$ cat src/rtl/fa_pkg.sv
// Package: shared types for the sync-word frame aligner.
// Assumes nothing; holds only the search state encoding and the
// per-clock output command passed from the state machine to the output stage.
package fa_pkg;

    typedef enum logic [1:0] {
        ST_HUNT   = 2'd0,
        ST_VERIFY = 2'd1,
        ST_LOCKED = 2'd2
    } fa_state_t;

    typedef struct packed {
        logic emit;     // put the current window on the output
        logic sof;      // the emitted word belongs to slot 0
        logic miss;     // slot 0 lacked the pattern while locked
    } fa_cmd_t;

endpackage

$ cat src/rtl/fa_sync_shifter.sv
// Module: fa_sync_shifter
// Keeps the most recent WORD_W valid bits, newest in bit 0, and flags when
// the window including the bit arriving this clock equals the pattern.
// Assumes bit_in is meaningful only while bit_valid is high.
module fa_sync_shifter #(
    parameter int                  WORD_W    = 32,
    parameter logic [WORD_W-1:0]   SYNC_WORD = 32'hF3A5_C96B
) (
    input  logic              clk,
    input  logic              rst_n,
    input  logic              bit_in,
    input  logic              bit_valid,
    output logic [WORD_W-1:0] window_next,
    output logic              sync_hit
);

    logic [WORD_W-1:0] window_q;

    // Form the window as it will be once this clock's bit is shifted in.
    always_comb begin
        window_next = {window_q[WORD_W-2:0], bit_in};
        sync_hit    = bit_valid && (window_next == SYNC_WORD);
    end

    // Advance the window only on strobed bits.
    always_ff @(posedge clk) begin
        if (!rst_n) begin
            window_q <= '0;
        end else if (bit_valid) begin
            window_q <= window_next;
        end
    end

endmodule

$ cat src/rtl/fa_slot_counter.sv
// Module: fa_slot_counter
// Tracks the bit position inside the current word and the word slot inside
// the frame. A restart puts it at the first payload bit, right after a
// pattern. Assumes step is high only for valid bits the aligner tracks.
module fa_slot_counter #(
    parameter int WORD_W      = 32,
    parameter int FRAME_WORDS = 256
) (
    input  logic                           clk,
    input  logic                           rst_n,
    input  logic                           step,
    input  logic                           restart,
    input  logic                           clear,
    output logic                           word_done,
    output logic [$clog2(FRAME_WORDS)-1:0] slot_idx,
    output logic                           sync_slot
);

    localparam int BITW = $clog2(WORD_W);
    localparam int IDXW = $clog2(FRAME_WORDS);
    localparam logic [BITW-1:0] LAST_BIT  = BITW'(WORD_W - 1);
    localparam logic [IDXW-1:0] LAST_SLOT = IDXW'(FRAME_WORDS - 1);

    logic [BITW-1:0] bit_q;
    logic [IDXW-1:0] slot_q;

    // Flag the bit that completes a word, and decode slot 0.
    always_comb begin
        word_done = step && (bit_q == LAST_BIT);
        slot_idx  = slot_q;
        sync_slot = (slot_q == '0);
    end

    // Step through bits and slots; the slot index wraps at the frame length.
    always_ff @(posedge clk) begin
        if (!rst_n || clear) begin
            bit_q  <= '0;
            slot_q <= '0;
        end else if (restart) begin
            bit_q  <= '0;
            slot_q <= IDXW'(1);
        end else if (step) begin
            if (bit_q == LAST_BIT) begin
                bit_q  <= '0;
                slot_q <= (slot_q == LAST_SLOT) ? '0 : slot_q + 1'b1;
            end else begin
                bit_q <= bit_q + 1'b1;
            end
        end
    end

endmodule

$ cat src/rtl/fa_frame_fsm.sv
// Module: fa_frame_fsm
// Search / confirm / locked state machine. It decides, for each completed
// slot, whether to emit it, whether it is a miss, and when lock is gained or
// lost. Assumes sync_hit and word_done refer to the same incoming bit.
module fa_frame_fsm
    import fa_pkg::*;
#(
    parameter int MISS_LIMIT = 2
) (
    input  logic      clk,
    input  logic      rst_n,
    input  logic      bit_valid,
    input  logic      sync_hit,
    input  logic      word_done,
    input  logic      sync_slot,
    output fa_state_t state,
    output logic      cnt_step,
    output logic      cnt_restart,
    output logic      cnt_clear,
    output fa_cmd_t   cmd
);

    localparam int MISSW = (MISS_LIMIT < 2) ? 1 : $clog2(MISS_LIMIT + 1);
    localparam logic [MISSW-1:0] MISS_LAST = MISSW'(MISS_LIMIT - 1);

    fa_state_t        state_q, state_d;
    logic [MISSW-1:0] miss_q, miss_d;

    // Next-state and command decode for the bit arriving this clock.
    always_comb begin
        state_d     = state_q;
        miss_d      = miss_q;
        cnt_restart = 1'b0;
        cnt_clear   = 1'b0;
        cmd         = '0;
        cnt_step    = bit_valid && (state_q != ST_HUNT);
        unique case (state_q)
            ST_HUNT: begin
                if (sync_hit) begin
                    state_d     = ST_VERIFY;
                    cnt_restart = 1'b1;
                end
            end
            ST_VERIFY: begin
                if (word_done && sync_slot) begin
                    if (sync_hit) begin
                        state_d  = ST_LOCKED;
                        miss_d   = '0;
                        cmd.emit = 1'b1;
                        cmd.sof  = 1'b1;
                    end else begin
                        state_d   = ST_HUNT;
                        cnt_clear = 1'b1;
                    end
                end
            end
            ST_LOCKED: begin
                if (word_done) begin
                    if (!sync_slot) begin
                        cmd.emit = 1'b1;
                    end else if (sync_hit) begin
                        cmd.emit = 1'b1;
                        cmd.sof  = 1'b1;
                        miss_d   = '0;
                    end else if (miss_q == MISS_LAST) begin
                        cmd.miss  = 1'b1;
                        state_d   = ST_HUNT;
                        cnt_clear = 1'b1;
                        miss_d    = '0;
                    end else begin
                        cmd.emit = 1'b1;
                        cmd.sof  = 1'b1;
                        cmd.miss = 1'b1;
                        miss_d   = miss_q + 1'b1;
                    end
                end
            end
            default: begin
                state_d   = ST_HUNT;
                cnt_clear = 1'b1;
                miss_d    = '0;
            end
        endcase
    end

    // Hold the search state and the consecutive-miss count.
    always_ff @(posedge clk) begin
        if (!rst_n) begin
            state_q <= ST_HUNT;
            miss_q  <= '0;
        end else begin
            state_q <= state_d;
            miss_q  <= miss_d;
        end
    end

    assign state = state_q;

endmodule

$ cat src/rtl/fa_word_out.sv
// Module: fa_word_out
// Registers the emitted word, its slot and the per-slot flags. The strobes
// last one clock and the word value holds between strobes. Assumes the
// command and the window belong to the same incoming bit.
module fa_word_out
    import fa_pkg::*;
#(
    parameter int WORD_W = 32,
    parameter int IDXW   = 8
) (
    input  logic              clk,
    input  logic              rst_n,
    input  fa_cmd_t           cmd,
    input  logic [WORD_W-1:0] window_next,
    input  logic [IDXW-1:0]   slot_idx,
    output logic [WORD_W-1:0] word_out,
    output logic              word_valid,
    output logic [IDXW-1:0]   word_idx,
    output logic              sof,
    output logic              sync_miss
);

    // Capture the word on emit; pulse the strobes for one clock.
    always_ff @(posedge clk) begin
        if (!rst_n) begin
            word_out   <= '0;
            word_idx   <= '0;
            word_valid <= 1'b0;
            sof        <= 1'b0;
            sync_miss  <= 1'b0;
        end else begin
            word_valid <= cmd.emit;
            sof        <= cmd.emit && cmd.sof;
            sync_miss  <= cmd.miss;
            if (cmd.emit) begin
                word_out <= window_next;
                word_idx <= slot_idx;
            end
        end
    end

endmodule

$ cat src/rtl/sync_frame_aligner.sv
// Module: sync_frame_aligner (top)
// Finds frame boundaries in a strobed serial bit stream with a fixed sync
// pattern, confirms the pattern's spacing before lock, and then outputs
// numbered words. Assumes bits arrive most significant first, at most one
// per clock, and that FRAME_WORDS counts the sync slot.
module sync_frame_aligner
    import fa_pkg::*;
#(
    parameter int                WORD_W      = 32,
    parameter int                FRAME_WORDS = 256,
    parameter int                MISS_LIMIT  = 2,
    parameter logic [WORD_W-1:0] SYNC_WORD   = 32'hF3A5_C96B
) (
    input  logic                           clk,
    input  logic                           rst_n,
    input  logic                           bit_in,
    input  logic                           bit_valid,
    output logic [WORD_W-1:0]              word_out,
    output logic                           word_valid,
    output logic [$clog2(FRAME_WORDS)-1:0] word_idx,
    output logic                           sof,
    output logic                           locked,
    output logic                           sync_miss
);

    localparam int IDXW = $clog2(FRAME_WORDS);

    logic [WORD_W-1:0] window_next;
    logic              sync_hit;
    logic              word_done;
    logic              sync_slot;
    logic [IDXW-1:0]   slot_idx;
    logic              cnt_step;
    logic              cnt_restart;
    logic              cnt_clear;
    fa_state_t         state;
    fa_cmd_t           cmd;

    fa_sync_shifter #(
        .WORD_W    (WORD_W),
        .SYNC_WORD (SYNC_WORD)
    ) u_shift (
        .clk         (clk),
        .rst_n       (rst_n),
        .bit_in      (bit_in),
        .bit_valid   (bit_valid),
        .window_next (window_next),
        .sync_hit    (sync_hit)
    );

    fa_slot_counter #(
        .WORD_W      (WORD_W),
        .FRAME_WORDS (FRAME_WORDS)
    ) u_slots (
        .clk       (clk),
        .rst_n     (rst_n),
        .step      (cnt_step),
        .restart   (cnt_restart),
        .clear     (cnt_clear),
        .word_done (word_done),
        .slot_idx  (slot_idx),
        .sync_slot (sync_slot)
    );

    fa_frame_fsm #(
        .MISS_LIMIT (MISS_LIMIT)
    ) u_fsm (
        .clk         (clk),
        .rst_n       (rst_n),
        .bit_valid   (bit_valid),
        .sync_hit    (sync_hit),
        .word_done   (word_done),
        .sync_slot   (sync_slot),
        .state       (state),
        .cnt_step    (cnt_step),
        .cnt_restart (cnt_restart),
        .cnt_clear   (cnt_clear),
        .cmd         (cmd)
    );

    fa_word_out #(
        .WORD_W (WORD_W),
        .IDXW   (IDXW)
    ) u_out (
        .clk         (clk),
        .rst_n       (rst_n),
        .cmd         (cmd),
        .window_next (window_next),
        .slot_idx    (slot_idx),
        .word_out    (word_out),
        .word_valid  (word_valid),
        .word_idx    (word_idx),
        .sof         (sof),
        .sync_miss   (sync_miss)
    );

    // Lock flag straight from the registered search state.
    always_comb locked = (state == ST_LOCKED);

endmodule

$ cat config.mk
export PLATFORM = sky130hd
export DESIGN_NAME = sync_frame_aligner
export DESIGN_NICKNAME = d
export VERILOG_FILES = /design/src/rtl/fa_pkg.sv /design/src/rtl/fa_sync_shifter.sv /design/src/rtl/fa_slot_counter.sv /design/src/rtl/fa_frame_fsm.sv /design/src/rtl/fa_word_out.sv /design/src/rtl/sync_frame_aligner.sv
export SDC_FILE = /design/constraint.sdc
export NUM_CORES = 1
export LEC_CHECK = 0
export ABC_CLOCK_PERIOD_IN_PS = 6550
export BUFFER_PORTS_ARGS = -buffer_cell sky130_fd_sc_hd__buf_2
export CELL_PAD_IN_SITES_DETAIL_PLACEMENT = 0
export CELL_PAD_IN_SITES_GLOBAL_PLACEMENT = 1
export CORE_MARGIN = 2
export CORE_UTILIZATION = 49
export CTS_CLUSTER_SIZE = 28
export DETAILED_ROUTE_END_ITERATION = 8
export PLACE_DENSITY = 0.93
export SLEW_MARGIN = 20
export SYNTH_ARGS = -nofsm -noshare
export SYNTH_HDL_FRONTEND = slang
export SYNTH_HIERARCHICAL = 1
export SYNTH_SLANG_ARGS = --single-unit
$ cat constraint.sdc
create_clock -name clk -period 6.55 [get_ports clk]
set_clock_uncertainty 0.05 [all_clocks]
set_input_delay 1.31 -clock clk [delete_from_list [all_inputs] [get_ports clk]]
set_output_delay 1.31 -clock clk [all_outputs]
set_load 0.1 [all_outputs]
==> results.toml, run 1 <==
[placed_design]
dp_hpwl_microns = 4757
dp_cells = 502
place_ws_ns = 1.532
gp_congestion = 0.7541
numPortBuffers = 47
place_area_sq_um = 4163

[critical_path]
critical_path_peak_fanout = 33
required_ns = 6.76
critPathCaptureType = "register"
critPathLaunchType = "primary input"
arrival_ns = 4.86
critical_path_class = "primary input to register"

[global_routing]
grt_usage_pct = 17.85
grt-ovfl-total = 0
grt_first_pass_wirelength_microns = 12340
gr-usage-met3_pct = 5.457
grt_start_max_net_pins = 80
use_met1_pct = 23.98
met2_usage_pct = 26.55
first_global_vias = 2597
antenna_found_initial = 0
busiest_layer = "met2"

[hold_path]
min_path_type = "register to register"

[outcome]
outcome = "complete, no violations"

[synthesis]
ys_dominant_reg_cell = "dfxtp_1"
netlist.area_leader.share_pct = 46.00
synth_edf_count = 0
ys_warn_count = 6
ys_seq_area_share_pct = 46.00
yosysTopAreaCell = "dfxtp_1"
ys_ff_latch = 91
ys_types = 49
postSynthAreaPerCell_sq_um = 10.65
synth_area_leaders = "dfxtp_1, mux2i_1, nor2b_1, ha_1, buf_12"
syn_inst = 372
synth_fp_nets = 385
synth_area_sq_um = 3960
synth-async-reset-ratio_pct = 0

[floorplan]
die_h_microns = 93.90
coreArea_sq_um = 7767
die_w_microns = 93.90
io-pin-count = 48
start_util_pct = 50.98
die_area_sq_um = 8817
rows = 32

[route]
dr.pass1.iters = 4
wl_per_cell_microns = 14.04
drc = 0
num_vias = 2679
drt_iter0_drc = 75
viasPerCell = 5.172
drt_wl_total_microns = 7271
antenna_left = 0

[cells_and_area]
diodes = 0
fin_cells = 518
final_cell_mix = "dfxtp_1, mux2i_1, nor2b_1"
syn_to_final_growth_pct = 10.43
drive_gt1_share_pct = 16.83
final_area_sq_um = 4373
final_common_cell = "dfxtp_1"
final_nets = 424
final_util_pct = 56.30
fillers = 711

[sta]
setup_viol = 0
slew_viol_final = 0
hold_slack_ns = 0.4587
fmax_ghz = 0.2151
worst_slew_pin_slew_ns = 1.036
period_share_pct = 70.98
maxSlewHeadroom_pct = 30.92
rsz0062_at_grt = "false"
finalSetupTns_ns = 0
min_period_ns = 4.649
fin_ws_ns = 1.901
hold_viol = 0

[clocking]
postCtsResizedCells = 0
clock_latency_ns = 0.36
cts_setup_buffers = 0
clock-sinks = 91
cts_buffers = 9
htree_levels = 3
holdBufCountCts = 0
clockBufferDepth = 2
cts_root_buffer = "clkbuf_8"
clkSlewWorstSetupHoldPaths_ns = 0.09
cts_tree = "yes"

[power]
power.total_mw = 0.9862
powerDensity_nw_per_um2 = 225.5
leakage_nw = 1.676
peakVddDrop_uv = 129.8

[job]
max_cap_viol_count = 0
[cells by family after synthesis]
family          synth area share [%]
compound gates                 4.645
xor+xnor                       1.106
fa+ha+maj                      2.844
buf+inv                        5.561
flops                          46.00
mux                            18.45
simple gates                   21.39
[cells in the mapped netlist (all sizes together), types with 4 or more instances]
cell type  count
nand2         12
a21oi         10
dfxtp         91
inv            9
mux2i         73
and3           4
nor2b         72
o21ai          4
nand3          5
buf           14
ha             9
clkbuf         7
nor2          14
xor2           4
[final cells by class]
| cell class | instances | area, sq um | area share [%] |
|---|---|---|---|
| Tap cell | 102 | 127.6 | 2.918 |
| Sequential cell | 91 | 1822 | 41.66 |
| Clock inverter | 4 | 75.07 | 1.717 |
| Multi-Input combinational cell | 251 | 1929 | 44.12 |
| Timing Repair Buffer | 49 | 250.2 | 5.722 |
| Clock buffer | 12 | 135.1 | 3.090 |
| Inverter | 9 | 33.78 | 0.7725 |
[state kept, by name, indices dropped and copies added, names as in the netlist]
name	flops
u_out/word_out	32
u_out/word_idx	8
u_out/word_valid	1
u_shift/window_q	31
u_fsm/state	2
u_out/sync_miss	1
u_slots/slot_idx	8
u_slots/bit_q	5
u_out/sof	1
u_fsm/miss_q	2
[per-layer routing]
layer  share of wire [%]  vias up
li1                    -     1360
met1                  49     1258
met2                  45       51
met3                 4.8       10
met4                 1.3        0
met5                   0        -
[path summary, 6_finish.rpt]
path / startpoint / to / slack [ns] / depth (start not counted)
worst max-delay path: bit_valid / u_out/word_out[16] / 1.90 / 11
worst min-delay path: u_fsm/miss_q[1] / u_fsm/miss_q[1] / 0.46 / 2
worst max register to register: u_shift/window_q[20] / u_out/word_out[16] / 2.97 / 9
worst min register to register: u_fsm/miss_q[1] / u_fsm/miss_q[1] / 0.46 / 2
[report_power, final]
part	internal, mW	switching [mW]
sequential	0.553	0.000794
combinational	0.0120	0.0124
clock	0.216	0.192
[worst max-delay path, stage by stage]
cell	delay, ns
buf_2	0.08
buf_4	0.44
nand2_1	0.12
or4_1	0.50
nor4_2	0.61
or3b_1	0.24
o21ai_0	0.14
a21oi_4	0.55
buf_4	0.52
mux2i_1	0.25
nor2b_1	0.07
(Power assumes the default switching activity.)
==> run 2, diff against run 1 <==
ABC_CLOCK_PERIOD_IN_PS = 3800   (was 6550)
CORE_UTILIZATION = 41   (was 49)
PLACE_DENSITY = 0.84   (was 0.93)
clock period = 3.8 ns   (was 6.55 ns; I/O delays follow)
==> run 2 against run 1 <==
Routed wire length rose by 1.2%. Register-to-register slack got worse by 2.3 ns. Sequential share of layout area fell by 0.63 points. Via count fell by 1.3%. Global-route usage fell by 2.9 points. Utilization fell by 8.7 points. Worst setup slack got worse by 1.3 ns. Cell count rose by 5.8%. Sequential cell count did not move.
==> results.toml, run 2 (synthesis gave the netlist of run 1 again) <==
[cells_and_area]
syn_to_final_growth_pct = 12.13
final_common_cell = "dfxtp_1"
final_cell_mix = "dfxtp_1, mux2i_1, nor2b_1"
final_nets = 427
largest_reg_flops = 32
drive_gt1_share_pct = 17.90
max_flop_register = "u_out/word_out"
diodes = 0
top_regs = "u_out/word_out: 32 flops, u_shift/window_q: 31 flops"

[sta]
setup_viol = 0
worst_slew_pin_slew_ns = 0.6013
slew_viol_final = 0
fmax_ghz = 0.3161
fin_ws_ns = 0.6363
maxSlewHeadroom_pct = 59.58
hold_viol = 0
min_period_ns = 3.164
rsz0062_at_grt = "false"
period_share_pct = 83.26
finalSetupTns_ns = 0

[route]
wl_per_cell_microns = 13.43
drt_wl_total_microns = 7359
antenna_left = 0
num_vias = 2645
drc = 0
viasPerCell = 4.827
dr.pass1.iters = 4
drt_iter0_drc = 103

[job]
max_cap_viol_count = 0

[power]
leakage_nw = 1.703
peakVddDrop_uv = 148.6
powerDensity_nw_per_um2 = 386.9

[critical_path]
critPathLaunch = "bit_valid"
critPathCaptureType = "register"
critPathLaunchType = "primary input"
critical_path_peak_fanout = 11
arrival_ns = 3.40
required_ns = 4.04
critical_path_class = "primary input to register"
timing.rr.start = "u_shift/window_q[20]"

[global_routing]
grt-ovfl-total = 0
grt_start_max_net_pins = 79
grt_usage_pct = 14.94
grt_first_pass_wirelength_microns = 12440
antenna_found_initial = 0
first_global_vias = 2642

[hold_path]
min_path_type = "register to register"
holdCritStartpoint = "u_fsm/miss_q[1]"

[clocking]
clock-sinks = 91
cts_tree = "yes"
clockBufferDepth = 2
htree_levels = 3
postCtsResizedCells = 0
holdBufCountCts = 0
cts_buffers = 9
cts_setup_buffers = 0
clkSlewWorstSetupHoldPaths_ns = 0.09
cts_root_buffer = "clkbuf_8"
clock_latency_ns = 0.35

[placed_design]
numPortBuffers = 47
place_ws_ns = 0.2843
dp_hpwl_microns = 4987
gp_congestion = 0.7902

[floorplan]
die_w_microns = 102.3
die_area_sq_um = 10460
rows = 35
io-pin-count = 48
start_util_pct = 42.45
coreArea_sq_um = 9328
die_h_microns = 102.3

[outcome]
outcome = "complete, no violations"
[run 2: cell count changes in the layout (fill, tap and decap cells not counted)]
cell | previous run | this run
buf_4 | 2 | 5
clkinvlp_4 | 2 | 1
inv_6 | 0 | 3
clkbuf_1 | 3 | 1
[run 2: worst max-delay path, cell delays in order]
cell and delay, ns:
buf_2 0.09, nand2_1 0.08, or4_1 0.49, nor4_2 0.57
and2b_1 0.26, a21oi_1 0.16, o21bai_1 0.07, nand2b_1 0.16
or2_2 0.39, a41o_1 0.26, nor2_1 0.09
[run 2: cell type report]
type	instances	area (sq um)
Fill cell	885	4887
Multi-Input combinational cell	251	1929
Sequential cell	91	1822
Timing Repair Buffer	52	272.8
Tap cell	129	161.4
Clock buffer	10	127.6
Clock inverter	6	93.84
Inverter	9	33.78
[run 2: metal layers]
layer	GRT usage [%]	share of wire [%]
met1	19.96	50
met2	23.68	46
met5	0	0
met3	3.557	3.0
met4	5.231	0.72
[run 2: worst paths after layout]
kind / endpoint / slack (ns) / cells after the start
max reg2reg: u_slots/slot_idx[5] / 0.64 / 10
max: u_slots/slot_idx[5] / 0.64 / 11
min: u_fsm/miss_q[1] / 0.46 / 2
min reg2reg: u_fsm/miss_q[1] / 0.46 / 2
[run 2: stage by stage]
step	cells	power (mW)	util, %	hold WS (ns)	instance area (sq um)
after detailed placement	532	1.021	45.23	0.4447	4219
after floorplan	372	1.013	-	0.4069	3960
after global placement	532	1.021	45.23	0.4392	4219
after global routing	548	1.787	47.61	0.4945	4441
final	548	1.718	47.61	0.4611	4441
after CTS	548	1.747	47.61	0.4576	4441
[run 2: power by group]
group	leakage, nW	internal (mW)	switching, mW
clock	0.108	0.378	0.342
combinational	0.862	0.0210	0.0215
sequential	0.733	0.954	0.00128
total	1.70	1.35	0.365
